--- config.mk ---
export PLATFORM = sky130hd
export DESIGN_NAME = spdif_cs_ctrl
export DESIGN_NICKNAME = d
export VERILOG_FILES = /design/src/rtl/spdif_cs_pkg.sv /design/src/rtl/cs_ctrl_reg.sv /design/src/rtl/cs_frame_seq.sv /design/src/rtl/cs_validity.sv /design/src/rtl/spdif_cs_ctrl.sv
export SDC_FILE = /design/constraint.sdc
export NUM_CORES = 1
export LEC_CHECK = 0
export CORE_MARGIN = 1.5
export CORE_UTILIZATION = 48
export DETAILED_ROUTE_END_ITERATION = 8
export GPL_TIMING_DRIVEN = 0
export PLACE_DENSITY_LB_ADDON = 0.05
export SLEW_MARGIN = 40
export SYNTH_ARGS = -nofsm -noshare
export SYNTH_HDL_FRONTEND = slang
export SYNTH_SLANG_ARGS = --single-unit
--- constraint.sdc ---
create_clock -name clk -period 5.8 [get_ports clk]
set_input_delay 1.45 -clock clk [delete_from_list [all_inputs] [get_ports clk]]
set_output_delay 1.45 -clock clk [all_outputs]
set_load 0.03 [all_outputs]
--- src/rtl/spdif_cs_pkg.sv ---
package spdif_cs_pkg;

    localparam int CTRL_W = 16;
    localparam logic [CTRL_W-1:0] CTRL_RESET = 16'h2000;
    localparam logic [CTRL_W-1:0] UNLOCKED_MASK = 16'hBFFF;

    typedef struct packed {
        logic       vforce_inv;
        logic       spare;
        logic [1:0] rate;
        logic       gen_lvl;
        logic [6:0] category;
        logic       emph;
        logic       copyright;
        logic       nonpcm;
        logic       pro;
    } ctrl_t;

    typedef logic [1:0] fs_t;   // [0] -> status bit 24, [1] -> status bit 25

    function automatic fs_t rate_to_fs(input logic [1:0] rate);
        case (rate)
            2'b00:   rate_to_fs = 2'b00;
            2'b10:   rate_to_fs = 2'b10;
            default: rate_to_fs = 2'b01;
        endcase
    endfunction

    function automatic logic status_bit(input ctrl_t c, input fs_t fs, input logic [7:0] pos);
        logic b;
        b = 1'b0;
        if (pos == 8'd0)                        b = c.pro;
        else if (pos == 8'd1)                   b = c.nonpcm;
        else if (pos == 8'd2)                   b = c.copyright;
        else if (pos == 8'd3)                   b = c.emph;
        else if (pos >= 8'd8 && pos <= 8'd14)   b = c.category[3'(pos - 8'd8)];
        else if (pos == 8'd15)                  b = c.gen_lvl;
        else if (pos == 8'd24 || pos == 8'd25)  b = fs[1'(pos - 8'd24)];
        return b;
    endfunction

endpackage

--- src/rtl/cs_ctrl_reg.sv ---
module cs_ctrl_reg
    import spdif_cs_pkg::*;
(
    input  logic              clk,
    input  logic              rst,
    input  logic              wr_en,
    input  logic [CTRL_W-1:0] wr_data,
    input  logic              tx_en,
    output ctrl_t             ctrl
);

    ctrl_t q;

    always_ff @(posedge clk) begin
        if (rst) begin
            q <= ctrl_t'(CTRL_RESET);
        end else if (wr_en) begin
            if (!tx_en) q <= ctrl_t'(wr_data & UNLOCKED_MASK);
            else        q.vforce_inv <= wr_data[CTRL_W-1];
        end
    end

    assign ctrl = q;

    // locked fields are untouched while the transmitter runs
    assert_lock_hold_R3: assert property (@(posedge clk) disable iff (rst)
        tx_en |=> $stable(q[CTRL_W-2:0]));

    // the spare bit never becomes set
    assert_spare_zero_R2: assert property (@(posedge clk) disable iff (rst)
        wr_en |=> !q.spare);

endmodule

--- src/rtl/cs_frame_seq.sv ---
module cs_frame_seq
    import spdif_cs_pkg::*;
#(
    parameter int FRAMES = 192
) (
    input  logic  clk,
    input  logic  rst,
    input  logic  tx_en,
    input  logic  frame_stb,
    input  ctrl_t ctrl,
    output logic  cs_bit,
    output logic  blk_start
);

    localparam int IDX_W = $clog2(FRAMES);
    localparam logic [IDX_W-1:0] LAST = IDX_W'(FRAMES - 1);

    logic [IDX_W-1:0] idx;
    logic             tx_q;
    fs_t              fs;

    always_ff @(posedge clk) begin
        if (rst) begin
            idx  <= '0;
            tx_q <= 1'b0;
            fs   <= '0;
        end else begin
            tx_q <= tx_en;
            if (tx_en && !tx_q) fs <= rate_to_fs(ctrl.rate);
            if (!tx_en)         idx <= '0;
            else if (frame_stb) idx <= (idx == LAST) ? '0 : idx + 1'b1;
        end
    end

    assign cs_bit    = status_bit(ctrl, fs, 8'(idx));
    assign blk_start = tx_en && (idx == '0);

    // index wraps to zero after the final frame
    assert_wrap_R7: assert property (@(posedge clk) disable iff (rst)
        (tx_en && frame_stb && idx == LAST) |=> (idx == '0));

    // index is parked while disabled
    assert_park_R7: assert property (@(posedge clk) disable iff (rst)
        !tx_en |=> (idx == '0));

    // index stays in range
    assert_range_R7: assert property (@(posedge clk) disable iff (rst)
        idx <= LAST);

    // captured rate bits hold while transmitting
    assert_fs_hold_R9: assert property (@(posedge clk) disable iff (rst)
        (tx_en && tx_q) |=> $stable(fs));

endmodule

--- src/rtl/cs_validity.sv ---
module cs_validity
    import spdif_cs_pkg::*;
(
    input  logic  clk,
    input  logic  rst,
    input  ctrl_t ctrl,
    input  logic  err_in,
    input  logic  force_valid,
    output logic  valid_bit
);

    always_comb begin
        if (ctrl.vforce_inv)  valid_bit = 1'b1;
        else if (force_valid) valid_bit = 1'b0;
        else                  valid_bit = err_in;
    end

    assert_inv_R4: assert property (@(posedge clk) disable iff (rst)
        ctrl.vforce_inv |-> valid_bit);

    assert_fvalid_R5: assert property (@(posedge clk) disable iff (rst)
        (!ctrl.vforce_inv && force_valid) |-> !valid_bit);

    assert_err_R6: assert property (@(posedge clk) disable iff (rst)
        (!ctrl.vforce_inv && !force_valid) |-> (valid_bit == err_in));

endmodule

--- src/rtl/spdif_cs_ctrl.sv ---
module spdif_cs_ctrl
    import spdif_cs_pkg::*;
#(
    parameter int FRAMES = 192
) (
    input  logic        clk,
    input  logic        rst,
    input  logic        wr_en,
    input  logic [15:0] wr_data,
    output logic [15:0] rd_data,
    input  logic        tx_en,
    input  logic        err_in,
    input  logic        force_valid,
    input  logic        frame_stb,
    output logic        cs_bit,
    output logic        valid_bit,
    output logic        blk_start
);

    ctrl_t ctrl;

    cs_ctrl_reg u_reg (
        .clk     (clk),
        .rst     (rst),
        .wr_en   (wr_en),
        .wr_data (wr_data),
        .tx_en   (tx_en),
        .ctrl    (ctrl)
    );

    cs_frame_seq #(.FRAMES(FRAMES)) u_seq (
        .clk       (clk),
        .rst       (rst),
        .tx_en     (tx_en),
        .frame_stb (frame_stb),
        .ctrl      (ctrl),
        .cs_bit    (cs_bit),
        .blk_start (blk_start)
    );

    cs_validity u_val (
        .clk         (clk),
        .rst         (rst),
        .ctrl        (ctrl),
        .err_in      (err_in),
        .force_valid (force_valid),
        .valid_bit   (valid_bit)
    );

    assign rd_data = ctrl;

    // block start only while enabled
    assert_blk_R10: assert property (@(posedge clk) disable iff (rst)
        blk_start |-> tx_en);

endmodule

After elaboration in Yosys (flattened, before gate mapping)
Index checks and enable logic that the tools add are counted.

word-level totals
  register bits after elaboration = 26
  bits in latches = 0
  RAM bits = 0
  memory bits (read-only) = 0
  bits of input ports = 23
  output and inout port bits = 19
  memories kept = 0

operators by class
  add/sub/neg operators = 3
  multipliers = 0
  divide/modulo/power cells = 0
  $lt $le $gt $ge = 4
  equality and inequality tests = 8
  shift-type cells = 0
  muxes and demuxes = 15
  bitwise logic cells = 1
  reduce and logical (&&, ||, !) cells = 9

operators by type and width
  kind                                                                          count
  8-bit by 2-bit == test with 1-bit output, second input constant               2
  8-bit by 5-bit == test with 1-bit output, second input constant               2
  1-bit 2-to-1 mux                                                              12
  8-bit by 1-bit adder with 8-bit output, second input constant                 1
  8-bit by 1-bit == test with 1-bit output, second input constant               1
  8-bit by 4-bit == test with 1-bit output, second input constant               1
  8-bit == test, second input constant                                          1
  8-bit by 4-bit >= comparator with 1-bit output, second input constant         1
  8-bit by 4-bit <= comparator with 1-bit output, second input constant         1
  8-bit logical NOT                                                             1
  8-bit 2-to-1 mux                                                              1
  3-bit by 4-bit less-than comparator with 1-bit output, second input constant  1
  2-bit case mux with 2 select lines                                            1
  1-bit binary-select mux with 3-bit select                                     1
  1-bit logical AND                                                             3
  3-bit by 1-bit subtractor with 3-bit output, second input constant            1
  2-bit == test, second input constant                                          1
  2-bit logical NOT                                                             1
  1-bit by 2-bit less-than comparator with 1-bit output, second input constant  1
  2-bit AND reduction                                                           1
  2-bit OR reduction                                                            1
  1-bit logical NOT                                                             1
  1-bit logical OR                                                              1
  1-bit inverter                                                                1
  1-bit subtractor, second input constant                                       1

Depth between registers and ports, before layout
  depth after elaboration = 10
  mapped depth = 6

Hierarchy
A second synthesis with hierarchy kept.

unflattened totals
  cell total of the unflattened synthesis = 156
  area, all modules = 1,505.2 um^2

by module, submodules not included
  module        instances  cells an instance  area each (um^2)  seq. area each (um^2)
  cs_frame_seq  1          86                 758.2             220.2
  cs_ctrl_reg   1          68                 735.7             300.3
  cs_validity   1          2                  11.3              0.0

Least setup slack after synthesis
OpenSTA, ideal clock, no wires.

  path type = input port to output port
  start = input tx_en
  end = output blk_start
  data arrival time = 1,888 ps
  path slack = 2,462 ps
  stages on the path = 2
  path buffers = 0
  path through = nand2_1 -> nor2_1

on the way
  cells in the longest elaborated chain, start to end = 1

ends and longest elaborated chain
  item                RTL line             source
  start: declaration  spdif_cs_ctrl.sv:11  input logic tx_en,
  1-bit logical AND   cs_frame_seq.sv:36   assign blk_start = tx_en && (idx == '0);
  end: declaration    spdif_cs_ctrl.sv:17  output logic blk_start

No other way between the ends.

Final worst setup path
Ends and elaborated chain as after synthesis.

==> impl_metrics.py <==
metrics = {
    "yosys": {
        "ys_top_cells_by_count": "37 x nand2_1, 26 x dfxtp_1, 16 x a21oi_1",
        "ys_types": 31,
        "ys_seq_area_share_pct": 42.4,
        "syn-instance-count": 149,
        "yosysMostFrequentCell": "nand2_1",
        "synth_flop_cell": "dfxtp_1",
        "synth_warnings": 0,
        "avgSynthCellArea_um2": 8.24,
        "synth_fp_nets": 176,
        "synth_seq_cells": 26,
        "syn-cell-area_um2": 1230,
        "synthTopCellsByArea": "dfxtp_1 42%, nand2_1 11%, a21oi_1 6.5%",
        "synthArstFlopShare_pct": 0,
        "synth-edff-count": 0,
        "synth_top_area_share_pct": 42.4,
        "post-synth-top-area-cell": "dfxtp_1",
    },
    "floorplanning": {
        "die_x_um": 53.6,
        "std_cell_rows": 18,
        "dieHeight_um": 53.6,
        "ios": 42,
        "core_um2": 2450,
        "start_util_pct": 50.0,
        "die_area_um2": 2870,
    },
    "sta": {
        "tightest_slew_ns": 0.492,
        "finalCriticalPeriod_ns": 4.33,
        "worst_slack_ns": 1.47,
        "setup-tns-final_ns": 0,
        "fmax_ghz": 0.231,
        "drv_slew": 0,
        "fin_crit_sh_pct": 74.7,
        "slew_headroom_pct": 66.7,
        "setup_viol": 0,
        "grt_setup_unrepaired": "false",
        "finalHoldViolCount": 0,
        "fin_worst_skew_ns": 0.00549,
    },
    "setup_path": {
        "worstSetupPathType": "input pin to output port",
        "crit_required_ns": 4.35,
        "cp-end-kind": "output port",
        "critPathMaxFanout": 5,
        "arrival_ns": 2.88,
        "cp-start-kind": "input pin",
    },
    "clock_tree": {
        "cts_tree": "built",
        "root_buffer": "clkbuf_4",
        "cts.repair.resized": 0,
        "numCtsBuffers": 3,
        "clockBufferDepth": 2,
        "cts.clk_slew.worst_paths_ns": 0.14,
        "cts_setup_buffers": 0,
        "ctsHoldBuffers": 0,
        "htreeDepth": 1,
        "clock-sinks": 26,
        "insertion_delay_ns": 0.32,
    },
    "status": {
        "status": "finished clean",
    },
    "pwr": {
        "clkPwrFrac_pct": 26.2,
        "ir_worst_vdd_v": 0.000236,
        "leakage_nw": 0.627,
        "power_frac_comb_pct": 18.9,
        "seqPwrFrac_pct": 54.8,
        "power.switching_uw": 92.1,
        "finalPower_uw": 348,
        "power_density_nw_per_um2": 208,
        "swShare_pct": 26.5,
        "p_int_uw": 256,
    },
    "finish": {
        "fin_nets": 218,
        "final_layout_size_suffix_gt1_share_pct": 5.79,
        "antenna_cells": 0,
        "stdcell_count": 220,
        "area_growth_pct": 36.2,
    },
    "global_route": {
        "grt_pass1_wl_mm": 4.53,
        "grt_pass1_vias": 1063,
        "grt_util_all_layers_pct": 21.9,
        "grt_overflow": 0,
        "grt_max_degree": 15,
        "grt_antenna_before_repair": 0,
    },
    "route": {
        "routedWlPerCell_um": 13.1,
        "drt-total-wl_mm": 2.89,
        "vias_per_cell": 5.09,
        "ant_nets": 0,
        "vias": 1120,
        "first_pass_iters": 4,
        "initialDrtViolationCount": 13,
        "drcViolationCount": 0,
    },
    "placed_design": {
        "gp_congestion": 0.832,
        "placed_cells": 216,
        "portBuffers": 37,
        "dp_hpwl_mm": 2.22,
        "pre_cts_ws_ns": 1.48,
    },
    "worst_hold_path": {
        "hp-class": "register to register",
    },
    "job": {
        "maxCapViolCount": 0,
    },
}
-- flip-flops by register name (all words and copies together) (netlist names) --
| name | count |
|---|---|
| u_seq.idx | 8 |
| u_seq.fs | 2 |
| u_seq.tx_q | 1 |
| u_reg.ctrl | 15 |
-- routing by layer --
metal  up-vias  wire, um  track usage, %
met2        32      1410            39.3
met5         -         0               0
met1       506      1310            25.4
li1        576         -               -
met3         6       134            6.67
met4         0        41            5.13
-- worst max-delay path, stage by stage --
cell and delay [ns]:
clkdlybuf4s50_1 0.58, nand2_1 0.07, nor2_1 0.10, clkdlybuf4s50_1 0.68
-- per-stage QoR --
step | util, % | hold slack [ns] | instance area (um2)
finish | 68.1 | 0.491 | 1670
global route | 68.1 | 0.514 | 1670
CTS | 68.1 | 0.491 | 1670
detailed placement | 66.6 | 0.470 | 1640
global placement | 66.6 | 0.461 | 1640
floorplan | - | 0.460 | 1230
-- cell usage in the layout, fill, tap and decap left out, drive strengths merged, types with 2 or more instances in the layout --
| cell | synthesis | routed |
|---|---|---|
| nor3 | 3 | 3 |
| nor2b | 3 | 3 |
| mux2i | 6 | 6 |
| buf | 2 | 2 |
| nor2 | 15 | 15 |
| ha | 4 | 4 |
| nand2 | 37 | 37 |
| clkbuf | 5 | 9 |
| clkdlybuf4s50 | 0 | 37 |
| nand4 | 3 | 3 |
| xnor2 | 3 | 3 |
| xor2 | 3 | 3 |
| inv | 6 | 6 |
| a21oi | 16 | 16 |
| dfxtp | 26 | 26 |
| nand2b | 2 | 2 |
-- worst paths after layout --
kind | startpoint | end | slack, ns | depth (start not counted)
hold / removal | u_reg.ctrl[8] | u_reg.ctrl[8] | 0.49 | 2
setup / recovery | tx_en | blk_start | 1.47 | 4
setup reg to reg | u_seq.idx[1] | u_seq.idx[0] | 4.24 | 5
hold reg to reg | u_reg.ctrl[8] | u_reg.ctrl[8] | 0.49 | 2
-- layout make-up --
type / instances / area [um2]
clock buffers: 4 / 36.3
repair buffers: 37 / 370
fillers: 212 / 783
flip-flops and latches: 26 / 520
plain buffers: 7 / 37.5
well taps: 30 / 37.5
inverters: 6 / 22.5
multi-input cells: 110 / 647
-- power groups by stage --
| stage | combinational [mW] | clock, mW | sequential [mW] |
|---|---|---|---|
| after floorplan | 0.0253 | 0 | 0.203 |
| after global placement | 0.0644 | 0 | 0.195 |
| after detailed placement | 0.0660 | 0 | 0.195 |
| after CTS | 0.0664 | 0.0927 | 0.191 |
| after global routing | 0.0711 | 0.0991 | 0.192 |
| final | 0.0659 | 0.0913 | 0.191 |
-- logic make-up (layout without fill, tap and decap cells) --
kind of cell | count (synthesis) | count (layout) | synth area share, %
AND/OR/NAND/NOR | 69 | 69 | 25.7
adder cells (fa/ha/maj) | 4 | 4 | 4.08
flip-flops | 26 | 26 | 42.4
multiplexers | 7 | 7 | 7.03
buffers and inverters | 13 | 54 | 4.89
XOR/XNOR | 6 | 6 | 4.28
AO/OA/AOI/OAI | 23 | 23 | 11.3
other | 1 | 1 | 0.306
Note: power is estimated with default switching activity, not from simulation.
